`src/rtl/pv_store_pkg.sv`:
```
package pv_store_pkg;
    typedef enum logic [2:0] {
        ST_LOAD,
        ST_IDLE,
        ST_SHIFT,
        ST_TAIL1,
        ST_TAIL2,
        ST_GAP,
        ST_BUSY
    } seq_state_t;
endpackage

```
`src/rtl/pv_level_reg.sv`:
```
// Registers a group of input levels so edges can be found one clock later.
module pv_level_reg #(
    parameter int N = 2
) (
    input  logic         clk,
    input  logic         rst_n,
    input  logic [N-1:0] lvl,
    output logic [N-1:0] lvl_q
);
    always_ff @(posedge clk or negedge rst_n) begin
        if (!rst_n) lvl_q <= '0;
        else        lvl_q <= lvl;
    end
endmodule

```
`src/rtl/pv_store_array.sv`:
```
// Storage entries standing in for nonvolatile cells; reset gives factory content.
module pv_store_array #(
    parameter int NUM_CH        = 4,
    parameter int DATA_W        = 8,
    parameter int FACTORY_BASE  = 16,
    parameter int FACTORY_STEP  = 32,
    localparam int ADDR_W       = $clog2(NUM_CH)
) (
    input  logic                     clk,
    input  logic                     rst_n,
    input  logic                     commit,
    input  logic [ADDR_W-1:0]        addr,
    input  logic [DATA_W-1:0]        data,
    output logic [NUM_CH*DATA_W-1:0] stored
);
    for (genvar i = 0; i < NUM_CH; i++) begin : g_ent
        localparam logic [DATA_W-1:0] INIT = DATA_W'(FACTORY_BASE + i * FACTORY_STEP);
        always_ff @(posedge clk or negedge rst_n) begin
            if (!rst_n)
                stored[i*DATA_W +: DATA_W] <= INIT;
            else if (commit && addr == ADDR_W'(i))
                stored[i*DATA_W +: DATA_W] <= data;
        end
    end
endmodule

```
`src/rtl/pv_wiper_bank.sv`:
```
// Live wiper registers: bulk reload from storage or single-entry update.
module pv_wiper_bank #(
    parameter int NUM_CH  = 4,
    parameter int DATA_W  = 8,
    localparam int ADDR_W = $clog2(NUM_CH)
) (
    input  logic                     clk,
    input  logic                     rst_n,
    input  logic                     reload,
    input  logic [NUM_CH*DATA_W-1:0] stored,
    input  logic                     wr_en,
    input  logic [ADDR_W-1:0]        wr_addr,
    input  logic [DATA_W-1:0]        wr_data,
    output logic [NUM_CH*DATA_W-1:0] wiper
);
    for (genvar i = 0; i < NUM_CH; i++) begin : g_wip
        always_ff @(posedge clk or negedge rst_n) begin
            if (!rst_n)
                wiper[i*DATA_W +: DATA_W] <= '0;
            else if (reload)
                wiper[i*DATA_W +: DATA_W] <= stored[i*DATA_W +: DATA_W];
            else if (wr_en && wr_addr == ADDR_W'(i))
                wiper[i*DATA_W +: DATA_W] <= wr_data;
        end
    end
endmodule

```
`src/rtl/pv_store_seq.sv`:
```
module pv_store_seq
    import pv_store_pkg::*;
#(
    parameter int NUM_CH       = 4,
    parameter int DATA_W       = 8,
    parameter int PROG_CYCLES  = 4000,
    parameter int CNT_W        = 16,
    parameter int FACTORY_BASE = 16,
    parameter int FACTORY_STEP = 32
) (
    input  logic                     clk,
    input  logic                     rst_n,
    input  logic                     sclk,
    input  logic                     cs,
    input  logic                     di,
    input  logic                     prog,
    input  logic                     low_supply,
    output logic [NUM_CH*DATA_W-1:0] wiper_out,
    output logic                     do_bit,
    output logic                     do_en,
    output logic                     ready,
    output logic [CNT_W-1:0]         store_count
);
    localparam int ADDR_W     = $clog2(NUM_CH);
    localparam int FRAME_BITS = ADDR_W + DATA_W;
    localparam int IDX_W      = $clog2(FRAME_BITS);
    localparam int BUSY_W     = $clog2(PROG_CYCLES + 1);

    seq_state_t state, state_nx;

    logic [1:0] lvl_q;
    logic sclk_rise, sclk_fall, prog_rise;

    logic [IDX_W-1:0]      bit_idx;
    logic [FRAME_BITS-1:0] frame_sr, frame_nx;
    logic [ADDR_W-1:0]     pend_addr, rd_addr;
    logic [DATA_W-1:0]     pend_data, dout_sr, rd_word;
    logic                  data_phase, armed;
    logic [BUSY_W-1:0]     busy_cnt;
    logic [NUM_CH*DATA_W-1:0] stored_flat;

    logic start_seen, addr_done, last_bit, go_store, busy_done, in_frame, frame_nx_st;

    pv_level_reg #(.N(2)) u_lvl (
        .clk(clk), .rst_n(rst_n), .lvl({prog, sclk}), .lvl_q(lvl_q)
    );

    assign sclk_rise = sclk & ~lvl_q[0];
    assign sclk_fall = ~sclk & lvl_q[0];
    assign prog_rise = prog & ~lvl_q[1];

    assign frame_nx   = {di, frame_sr[FRAME_BITS-1:1]};
    assign rd_addr    = frame_nx[FRAME_BITS-1 -: ADDR_W];
    assign start_seen = sclk_rise && cs && di;
    assign addr_done  = sclk_rise && state == ST_SHIFT && bit_idx == IDX_W'(ADDR_W - 1);
    assign last_bit   = sclk_rise && state == ST_SHIFT && bit_idx == IDX_W'(FRAME_BITS - 1);
    assign go_store   = sclk_fall && state == ST_TAIL2 && armed && prog && !low_supply;
    assign busy_done  = sclk_rise && state == ST_BUSY && busy_cnt == BUSY_W'(PROG_CYCLES - 1);
    assign in_frame   = state inside {ST_SHIFT, ST_TAIL1, ST_TAIL2};
    assign frame_nx_st = state_nx inside {ST_SHIFT, ST_TAIL1, ST_TAIL2};

    always_comb begin
        rd_word = '0;
        for (int i = 0; i < NUM_CH; i++)
            if (rd_addr == ADDR_W'(i)) rd_word = wiper_out[i*DATA_W +: DATA_W];
    end

    // next-state logic
    always_comb begin
        state_nx = state;
        unique case (state)
            ST_LOAD:  state_nx = ST_IDLE;
            ST_IDLE:  if (start_seen) state_nx = ST_SHIFT;
            ST_SHIFT: if (!cs) state_nx = ST_IDLE;
                      else if (last_bit) state_nx = ST_TAIL1;
            ST_TAIL1: if (!cs) state_nx = ST_IDLE;
                      else if (sclk_rise) state_nx = ST_TAIL2;
            ST_TAIL2: if (!cs) state_nx = ST_IDLE;
                      else if (go_store) state_nx = ST_BUSY;
                      else if (sclk_fall) state_nx = ST_GAP;
            ST_GAP:   if (!cs) state_nx = ST_IDLE;
                      else if (start_seen) state_nx = ST_SHIFT;
                      else if (sclk_rise) state_nx = ST_IDLE;
            ST_BUSY:  if (busy_done) state_nx = ST_IDLE;
            default:  state_nx = ST_IDLE;
        endcase
    end

    // state register
    always_ff @(posedge clk or negedge rst_n) begin
        if (!rst_n) state <= ST_LOAD;
        else        state <= state_nx;
    end

    // frame and interval datapath
    always_ff @(posedge clk or negedge rst_n) begin
        if (!rst_n) begin
            bit_idx     <= '0;
            frame_sr    <= '0;
            pend_addr   <= '0;
            pend_data   <= '0;
            dout_sr     <= '0;
            data_phase  <= 1'b0;
            armed       <= 1'b0;
            busy_cnt    <= '0;
            store_count <= '0;
        end else begin
            if (state inside {ST_IDLE, ST_GAP} && start_seen)
                bit_idx <= '0;
            else if (state == ST_SHIFT && sclk_rise)
                bit_idx <= bit_idx + 1'b1;

            if (state == ST_SHIFT && sclk_rise)
                frame_sr <= frame_nx;

            if (last_bit) begin
                pend_addr <= frame_nx[ADDR_W-1:0];
                pend_data <= frame_nx[FRAME_BITS-1:ADDR_W];
            end

            if (addr_done)
                dout_sr <= rd_word;
            else if (state == ST_SHIFT && sclk_rise && data_phase)
                dout_sr <= dout_sr >> 1;

            data_phase <= (state_nx == ST_SHIFT) && (addr_done || data_phase) && !last_bit;
            armed      <= frame_nx_st && (armed || (prog_rise && in_frame));

            if (state != ST_BUSY)  busy_cnt <= '0;
            else if (sclk_rise)    busy_cnt <= busy_cnt + 1'b1;

            if (busy_done) store_count <= store_count + 1'b1;
        end
    end

    // outputs
    always_comb begin
        ready  = (state != ST_BUSY);
        do_en  = cs && state != ST_BUSY && state != ST_LOAD;
        do_bit = do_en && data_phase && dout_sr[0];
    end

    pv_store_array #(
        .NUM_CH(NUM_CH), .DATA_W(DATA_W),
        .FACTORY_BASE(FACTORY_BASE), .FACTORY_STEP(FACTORY_STEP)
    ) u_arr (
        .clk(clk), .rst_n(rst_n), .commit(busy_done),
        .addr(pend_addr), .data(pend_data), .stored(stored_flat)
    );

    pv_wiper_bank #(.NUM_CH(NUM_CH), .DATA_W(DATA_W)) u_wip (
        .clk(clk), .rst_n(rst_n),
        .reload(!cs || state == ST_LOAD), .stored(stored_flat),
        .wr_en(last_bit && cs), .wr_addr(frame_nx[ADDR_W-1:0]),
        .wr_data(frame_nx[FRAME_BITS-1:ADDR_W]), .wiper(wiper_out)
    );
endmodule

```
`config.mk`:
```
export PLATFORM = sky130hd
export DESIGN_NAME = pv_store_seq
export DESIGN_NICKNAME = d
export VERILOG_FILES = /design/src/rtl/pv_store_pkg.sv /design/src/rtl/pv_level_reg.sv /design/src/rtl/pv_store_array.sv /design/src/rtl/pv_wiper_bank.sv /design/src/rtl/pv_store_seq.sv
export SDC_FILE = /design/constraint.sdc
export NUM_CORES = 1
export LEC_CHECK = 0
export ABC_AREA = 1
export BUFFER_PORTS_ARGS = -buffer_cell sky130_fd_sc_hd__buf_2
export CAP_MARGIN = 20
export CORE_MARGIN = 3
export CORE_UTILIZATION = 58
export DETAILED_ROUTE_END_ITERATION = 6
export PLACE_DENSITY = 0.78
export SYNTH_ARGS = -nofsm -noshare
export SYNTH_HDL_FRONTEND = slang
export SYNTH_SLANG_ARGS = --single-unit
```
`constraint.sdc`:
```
create_clock -name clk -period 2.1 [get_ports clk]
set_input_delay 0.21 -clock clk [delete_from_list [all_inputs] [get_ports clk]]
set_output_delay 0.21 -clock clk [all_outputs]
set_load 0.03 [all_outputs]
```
==> flow_metrics.env, run 1 <==
export IMPL_most_common_layout_cells="nand2_1, dfrtp_1, inv_1"
export IMPL_setup_violations=0
export IMPL_die_h_um=111
export IMPL_vias_per_cell=5.60
export IMPL_path_class="flop to output port"
export IMPL_die_w_um=111
export IMPL_drive_gt1_share_pct=21.6
export IMPL_syn_area_per_cell_um2=8.54
export IMPL_routed_wl_um=16100
export IMPL_min_from="di"
export IMPL_die_area_um2=12200
export IMPL_grt_pass1_wl_um=27300
export IMPL_grt_use_total_pct=27.8
export IMPL_status="finished clean"
export IMPL_htree_levels=4
export IMPL_syn2layout_area_growth_pct=17.9
export IMPL_vias=5404
export IMPL_yosys_register_bits=130
export IMPL_ff2ff_path_depth=9
export IMPL_ff2ff_setup_slack_ns=0.26
export IMPL_wl_per_cell_um=16.7
export IMPL_ios=58
export IMPL_drt_iter0_drc=727
export IMPL_min_period_ns=2.01
export IMPL_min_period_over_period_pct=95.8
export IMPL_fmax_mhz=497
export IMPL_ys_flop_type="dfrtp_1"
export IMPL_syn_nets=753
export IMPL_worstHoldEndpoint="pend_data[7]$_DFFE_PN0P_"
export IMPL_slowest_delay_ns=0.46
export IMPL_crit_chain="nand2_2, nor2_4, buf_4, nor2_2, and3_1, buf_4"
export IMPL_portBuffers=57
export IMPL_ys_seq_area_share_pct=51.5
export IMPL_root_buffer="clkbuf_8"
export IMPL_start_util_pct=60.6
export IMPL_rsz0062_at_grt="no"
export IMPL_crit_top_cell="buf_4"
export IMPL_setup_tns_ns=0
export IMPL_clkSlewWorstSetupHoldPaths_ns=0.06
export IMPL_slowest_stage="dfrtp_2"
export IMPL_reg2reg_from="state[2]$_DFF_PN0_"
export IMPL_cts_tree="yes"
export IMPL_antenna_found_initial=0
export IMPL_powerDensity_nw_per_um2=828
export IMPL_crit_arrival_ns=1.80
export IMPL_clock_latency_ns=0.53
export IMPL_ys_types=39
export IMPL_grt_pass1_vias=5299
export IMPL_clock_path_buffers=2
export IMPL_min_path_cells=3
export IMPL_post_route_util_pct=71.4
export IMPL_power_mw=6.19
export IMPL_hold_slack_ns=0.0651
export IMPL_cap_violations=0
export IMPL_hold_violations=0
export IMPL_start_kind="flop"
export IMPL_p_leak_nw=3.55
export IMPL_num_antenna_cells=0
export IMPL_fin_worst_skew_ns=0.0109
export IMPL_drt_pass1_iterations=6
export IMPL_path_max_fanout=9
export IMPL_timing_slew_headroom_pct=54.4
export IMPL_cp_required_ns=1.89
export IMPL_syn_inst=742
export IMPL_reg2reg_to="dout_sr[7]$_DFFE_PN0P_"
export IMPL_ys_warn_count=0
export IMPL_cts_inserted_buffers=17
export IMPL_overflow=0
export IMPL_peakVddDrop_mv=0.789
export IMPL_core_area_um2=10500
export IMPL_std_cell_rows=37
export IMPL_synthArstFlopShare_pct=100
export IMPL_endpoint_kind="output port"
export IMPL_gp_congestion=0.912
export IMPL_netlist_area_um2=6340
export IMPL_ant_nets=0
export IMPL_fin_nets=827
export IMPL_grt_max_degree=131
export IMPL_clkSinkCount=130
export IMPL_drc=0
export IMPL_tightest_slew_ns=0.684
export IMPL_synth_edf_count=0
export IMPL_finalMaxSlewViolations=0
export IMPL_dp_hpwl_um=11400
export IMPL_final_common_cell="nand2_1"
export IMPL_hold_class="input pin to flop"
==> flip-flops by register name, summed over array words and instances, names as in the netlist <==
signal and count:
armed 1, bit_idx 4, busy_cnt 12, data_phase 1, dout_sr 8, frame_sr 9, pend_addr 2, pend_data 8
state 3, store_count 16, u_arr.stored 32, u_lvl.lvl_q 2, u_wip.wiper 32
==> how the worst max path moves through the flow <==
stage | cells past startpoint | to | startpoint | slack (ns)
2_1_floorplan | 7 | do_bit | state[2]$_DFF_PN0_ | 0.1
3_3_place_gp | 7 | u_wip.wiper[28]$_DFFE_PN0P_ | state[2]$_DFF_PN0_ | 0.34
3_5_place_dp | 9 | u_arr.stored[8]$_DFFE_PN0P_ | state[2]$_DFF_PN0_ | 0.30
4_1_cts | 6 | do_bit | state[2]$_DFF_PN0_ | 0.003
5_1_grt | 6 | do_bit | state[1]$_DFF_PN0_ | 0.006
6_report | 6 | do_bit | state[1]$_DFF_PN0_ | 0.09
==> timing repair <==
action                                  in CTS  in global routing
setup buffers                                0                  2
resized for setup                            3                  5
endpoints found under the hold margin      124                  0
pin swaps                                    0                  0
hold buffers                                 3                  0
endpoints found under the setup margin       1                  2
==> power breakdown <==
group / internal, mW / switching, mW
logic: 0.132 / 0.406
registers: 2.55 / 0.0643
clock network: 1.89 / 1.15
==> per-layer routing <==
| layer | share of wire (%) | track usage [%] | up-vias |
|---|---|---|---|
| li1 | - | - | 2552 |
| met1 | 43 | 38.5 | 2587 |
| met2 | 47 | 42.8 | 218 |
| met3 | 6.7 | 6.08 | 47 |
| met4 | 3.0 | 11.4 | 0 |
| met5 | 0 | 0 | - |
==> synthesized netlist by cell type, types with 5 or more instances <==
library cell,number,area share [%]
nor3_1,11,0.87
o211ai_1,18,2.1
a21oi_1,15,1.2
nand3_4,6,1.7
xor2_1,9,1.2
inv_2,13,0.77
o21ai_0,37,2.9
xnor2_1,6,0.83
inv_1,67,4.0
buf_2,5,0.39
dfrtp_1,122,48
o21ai_2,24,3.3
nand4_1,8,0.79
nor2_1,51,3.0
dfstp_2,8,3.3
nand3_1,37,2.9
nand2_1,240,14
nor2_4,5,0.89
o21ai_1,11,0.87
clkbuf_1,7,0.41
==> critical path: cells and delay by family, from the launching register on <==
| family | cells | cell delay, ns |
|---|---|---|
| buffers and inverters | 2 | 0.34 |
| and+or+nand+nor | 4 | 0.48 |
| DFF | 1 | 0.46 |
==> metrics by stage <==
stage	area (um2)	worst slack (ns)	cells
4_1_cts	7450	0.00272	963
3_5_place_dp	6790	0.295	928
5_1_grt	7470	0.00591	965
3_3_place_gp	6790	0.340	928
6_report	7470	0.0874	965
2_1_floorplan	6340	0.0953	742
==> cell type report <==
| cell class | instances | area [um2] |
|---|---|---|
| Sequential cell | 130 | 3270 |
| Multi-Input combinational cell | 515 | 2680 |
| Clock inverter | 13 | 174 |
| Timing Repair Buffer | 71 | 428 |
| Fill cell | 772 | 2990 |
| Tap cell | 136 | 170 |
| Inverter | 81 | 309 |
| Clock buffer | 19 | 442 |
==> cell families after synthesis <==
kind of cell               synth area share, %
AOI/OAI and AO/OA                         12.2
xor gates and xnor gates                  2.07
adders and majority gates                0.789
buffers and inverters                     6.39
DFF                                       51.5
and+or+nand+nor                           27.1
No activity file was read; power rests on OpenSTA's default activity.
==> inputs of run 2 (changes only) <==
==> constraint.sdc (replaced) <==
create_clock -name clk -period 2.1 [get_ports clk]
set_input_delay 0.105 -clock clk [delete_from_list [all_inputs] [get_ports clk]]
set_output_delay 0.105 -clock clk [all_outputs]
set_load 0.03 [all_outputs]
==> run 2 against run 1 <==
  * Core utilization hardly changed
  * Wire length is 0.32% higher
  * Cell area hardly changed
  * Total power hardly changed
  * Sequential power hardly changed
  * Register-to-register slack hardly changed
  * Sequential cell count stayed put
  * Combinational power is 1% lower
  * Critical path depth stayed put
  * Maximum frequency is 2.9% higher
  * Critical path type unchanged
==> flow_metrics.env, run 2 (synthesized netlist as in run 1, its figures left out) <==
export IMPL_timing_slew_headroom_pct=50.8
export IMPL_rsz0062_at_grt="no"
export IMPL_fmax_mhz=511
export IMPL_num_antenna_cells=0
export IMPL_drt_iter0_drc=677
export IMPL_peakVddDrop_mv=0.790
export IMPL_syn2layout_area_growth_pct=17.8
export IMPL_crit_arrival_ns=1.85
export IMPL_path_class="flop to output port"
export IMPL_drc=0
export IMPL_grt_use_total_pct=27.8
export IMPL_gp_congestion=0.912
export IMPL_place_area_um2=6790
export IMPL_htree_levels=4
export IMPL_grt_pass1_wl_um=27300
export IMPL_seqCellArea_um2=3270
export IMPL_dp_hpwl_um=11400
export IMPL_setup_tns_ns=0
export IMPL_cp_required_ns=2.00
export IMPL_hold_violations=0
export IMPL_std_cell_rows=37
export IMPL_setup_violations=0
export IMPL_endpoint_kind="output port"
export IMPL_power_mw=6.18
export IMPL_hold_class="input pin to flop"
export IMPL_clock_path_buffers=2
export IMPL_fin_area_um2=7470
export IMPL_grt_pass1_vias=5302
export IMPL_grt_max_degree=131
export IMPL_cap_violations=0
export IMPL_clkSlewWorstSetupHoldPaths_ns=0.06
export IMPL_multi_input_area_um2=2670
export IMPL_overflow=0
export IMPL_top_regs="u_arr.stored (32), u_wip.wiper (32), store_count (16)"
export IMPL_start_kind="flop"
export IMPL_die_area_um2=12200
export IMPL_drive_gt1_share_pct=21.3
export IMPL_p_leak_nw=3.56
export IMPL_root_buffer="clkbuf_8"
export IMPL_clkSinkCount=130
export IMPL_fin_worst_skew_ns=0.00893
export IMPL_min_period_over_period_pct=93.1
export IMPL_start_util_pct=60.6
export IMPL_final_common_cell="nand2_1"
export IMPL_most_common_layout_cells="nand2_1, dfrtp_1, inv_1"
export IMPL_cts_inserted_buffers=17
export IMPL_clock_latency_ns=0.54
export IMPL_vias=5406
export IMPL_path_max_fanout=9
export IMPL_die_w_um=111
export IMPL_cts_tree="yes"
export IMPL_finalMaxSlewViolations=0
export IMPL_powerDensity_nw_per_um2=828
export IMPL_ios=58
export IMPL_routed_wl_um=16200
export IMPL_wl_per_cell_um=16.7
export IMPL_vias_per_cell=5.60
export IMPL_ant_nets=0
export IMPL_portBuffers=57
export IMPL_core_area_um2=10500
export IMPL_status="finished clean"
export IMPL_fin_nets=828
export IMPL_antenna_found_initial=0
export IMPL_die_h_um=111
export IMPL_fill_cells=775
export IMPL_min_period_ns=1.96
export IMPL_drt_pass1_iterations=5
export IMPL_tightest_slew_ns=0.739
run 2: path summary, 6_finish.rpt:
kind                            slack, ns                       to              startpoint  depth (start not counted)
max in group asynchronous            1.29       state[0]$_DFF_PN0_                   rst_n                          3
worst max-delay path                 0.14                   do_bit      state[2]$_DFF_PN0_                          6
worst min-delay path                 0.07       state[0]$_DFF_PN0_              low_supply                          7
worst min register to register       0.48   dout_sr[4]$_DFFE_PN0P_  dout_sr[4]$_DFFE_PN0P_                          2
worst max register to register       0.26   dout_sr[7]$_DFFE_PN0P_      state[2]$_DFF_PN0_                          9
min in group asynchronous            0.16  busy_cnt[7]$_DFFE_PN0P_                   rst_n                          3
run 2: report_power, final:
part           leakage [nW]  internal (mW)  total (mW)  switching, mW
Clock                 0.292           1.89        3.04           1.15
Combinational          1.57          0.129       0.532          0.403
Sequential             1.70           2.55        2.61         0.0603
run 2: routing by layer:
metal,share of wire [%],routed length [um],vias up,track usage (%)
met4,3.0,492,0,11.4
met1,44,7030,2604,38.6
li1,-,-,2563,-
met3,5.8,943,47,6.03
met2,48,7690,192,42.8
met5,0,0,-,0
run 2: repair_timing:
action / 4_1_cts / 5_1_grt
hold buffers: 4 / 0
hold endpoints to repair: 126 / 0
resized for setup: 0 / 4
endpoints found under the setup margin: 0 / 1
buffers inserted: 0 / 2
run 2: area by class of cell:
type	count	share of cell area, %
Timing Repair Buffer	72	5.83
Inverter	81	4.14
Multi-Input combinational cell	515	35.8
Clock buffer	19	5.91
Tap cell	136	2.28
Sequential cell	130	43.7
Clock inverter	13	2.33
run 2: critical path, cell delays in order, from the launching register on:
cell	delay [ns]
dfrtp_2	0.45
nand2_2	0.11
nor2_4	0.05
buf_4	0.17
nor2_1	0.15
and3_1	0.18
buf_2	0.20
run 2: metrics by stage:
step / utilization (%) / setup slack (ns) / hold slack (ns) / cells
floorplan: - / 0.200 / -0.191 / 742
global placement: 64.9 / 0.340 / 0.239 / 928
detailed placement: 64.9 / 0.295 / 0.253 / 928
CTS: 71.2 / 0.0253 / 0.0551 / 964
global route: 71.4 / 0.00296 / 0.104 / 966
finish: 71.4 / 0.145 / 0.0654 / 966
==> inputs of run 3 (changes only) <==
- CORE_ASPECT_RATIO: unset -> 1.2
- PLACE_DENSITY: 0.78 -> 0.8
==> run 3 against run 2 <==
  * Combinational power grew 0.9%
  * Worst setup slack barely moved
  * Register-to-register slack got worse by 0.11 ns
  * Sequential share of layout area grew 0.37 points
  * First-iteration DRC count fell by 45%
==> flow_metrics.env, run 3 (synthesized netlist as in run 1, its figures left out) <==
export IMPL_num_antenna_cells=0
export IMPL_drc=0
export IMPL_reg2reg_from="busy_cnt[1]$_DFFE_PN0P_"
export IMPL_start_util_pct=59.7
export IMPL_hold_violations=0
export IMPL_cts_setup_buffers=0
export IMPL_post_route_util_pct=69.7
export IMPL_root_buffer="clkbuf_16"
export IMPL_start_kind="flop"
export IMPL_final_setup_worst_slack_ns=0.145
export IMPL_std_cell_rows=41
export IMPL_dp_cells=919
export IMPL_fmax_mhz=512
export IMPL_vias=5501
export IMPL_cts_tree="yes"
export IMPL_multi_input_area_um2=2670
export IMPL_wl_per_cell_um=17.5
export IMPL_top_regs="u_arr.stored (32), u_wip.wiper (32), store_count (16)"
export IMPL_ff2ff_setup_slack_ns=0.15
export IMPL_power_mw=6.16
export IMPL_place_area_um2=6770
export IMPL_fin_nets=823
export IMPL_clock_path_buffers=2
export IMPL_die_h_um=121
export IMPL_min_period_over_period_pct=93.1
export IMPL_rsz0062_at_grt="no"
export IMPL_path_class="flop to flop"
export IMPL_path_max_fanout=7
export IMPL_p_leak_nw=3.52
export IMPL_gp_congestion=0.952
export IMPL_cts_inserted_buffers=17
export IMPL_finalMaxSlewViolations=0
export IMPL_antenna_found_initial=0
export IMPL_htree_levels=4
export IMPL_overflow=0
export IMPL_routed_wl_um=16700
export IMPL_drt_pass1_iterations=5
export IMPL_fin_worst_skew_ns=0.00642
export IMPL_drt_iter0_drc=373
export IMPL_fin_area_um2=7410
export IMPL_ant_nets=0
export IMPL_timing_slew_headroom_pct=61.4
export IMPL_min_path_cells=3
export IMPL_crit_arrival_ns=2.26
export IMPL_grt_pass1_vias=5328
export IMPL_portBuffers=57
export IMPL_die_area_um2=12200
export IMPL_grt_pass1_wl_um=27000
export IMPL_reg2reg_to="store_count[9]$_DFFE_PN0P_"
export IMPL_die_w_um=101
export IMPL_seqCellArea_um2=3270
export IMPL_cp_required_ns=2.40
export IMPL_setup_tns_ns=0
export IMPL_grt_use_total_pct=28.7
export IMPL_final_common_cell="nand2_1"
export IMPL_setup_violations=0
export IMPL_dp_hpwl_um=11800
export IMPL_core_area_um2=10600
export IMPL_worstHoldEndpoint="pend_data[7]$_DFFE_PN0P_"
export IMPL_ff2ff_path_depth=9
export IMPL_fin_cells=953
export IMPL_cap_violations=0
export IMPL_status="finished clean"
export IMPL_fill_cells=810
export IMPL_most_common_layout_cells="nand2_1, dfrtp_1, inv_1"
export IMPL_ios=58
export IMPL_powerDensity_nw_per_um2=832
export IMPL_grt_max_degree=69
export IMPL_min_from="di"
export IMPL_vias_per_cell=5.77
export IMPL_min_period_ns=1.95
export IMPL_clock_latency_ns=0.42
export IMPL_tightest_slew_ns=0.576
export IMPL_drive_gt1_share_pct=20.8
export IMPL_clkSlewWorstSetupHoldPaths_ns=0.06
export IMPL_clkSinkCount=130
export IMPL_hold_class="input pin to flop"
export IMPL_peakVddDrop_mv=0.531
export IMPL_syn2layout_area_growth_pct=16.8
export IMPL_place_ws_ns=0.146
export IMPL_hold_slack_ns=0.0215
export IMPL_endpoint_kind="flop"
## run 3: changes by cell type in the layout (fill, tap and decap cells not counted)
cell | before | now
buf_4 | 10 | 6
clkinv_2 | 0 | 3
inv_6 | 4 | 1
clkbuf_8 | 3 | 1
clkbuf_16 | 16 | 17
clkinv_4 | 4 | 3
clkinvlp_4 | 3 | 4
dfrtp_1 | 119 | 120
dfrtp_2 | 3 | 2
dlygate4sd3_1 | 4 | 3
## run 3: worst max-delay path: stages, from the launching register on
cell	delay, ns
dfrtp_1	0.39
ha_1	0.22
nand2_1	0.06
nor2_1	0.27
nand3_1	0.19
nor2_4	0.24
nand2_2	0.14
nor2_4	0.12
nand2_1	0.07
xnor2_1	0.12
## run 3: final cells by class
class                      instances  share of cell area, %
multi-input combinational        515                   36.1
timing repair buffer              67                   5.34
inverter                          81                   4.17
sequential                       130                   44.1
clock buffer                      18                   5.93
tap                              129                   2.18
clock inverter                    13                   2.18
## run 3: power breakdown
part	leakage (nW)	total (mW)	switching [mW]	internal (mW)
registers	1.70	2.61	0.0626	2.55
clock network	0.284	3.01	1.12	1.89
logic	1.54	0.537	0.408	0.129
## run 3: metal layers
| metal | global-route usage [%] | share of wire (%) |
|---|---|---|
| met1 | 36.3 | 40 |
| met2 | 47.5 | 51 |
| met3 | 5.37 | 5.5 |
| met4 | 13.2 | 3.7 |
| met5 | 0 | 0 |
## run 3: how the worst max path moves through the flow
stage,from,end,slack [ns]
final,busy_cnt[1]$_DFFE_PN0P_,store_count[9]$_DFFE_PN0P_,0.15
after global routing,state[2]$_DFF_PN0_,u_arr.stored[17]$_DFFE_PN0P_,0.04
after CTS,state[2]$_DFF_PN0_,u_arr.stored[25]$_DFFE_PN0P_,0.09
after detailed placement,state[2]$_DFF_PN0_,u_arr.stored[17]$_DFFE_PN0P_,0.15
after global placement,busy_cnt[0]$_DFFE_PN0P_,store_count[11]$_DFFE_PN0P_,0.25
after floorplan,state[2]$_DFF_PN0_,do_bit,0.20
## run 3: repair_timing
| item | in CTS | in global routing |
|---|---|---|
| endpoints found under the hold margin | 37 | 0 |
| setup endpoints to repair | 0 | 28 |
| gates resized for setup | 0 | 3 |
| hold buffers | 3 | 0 |
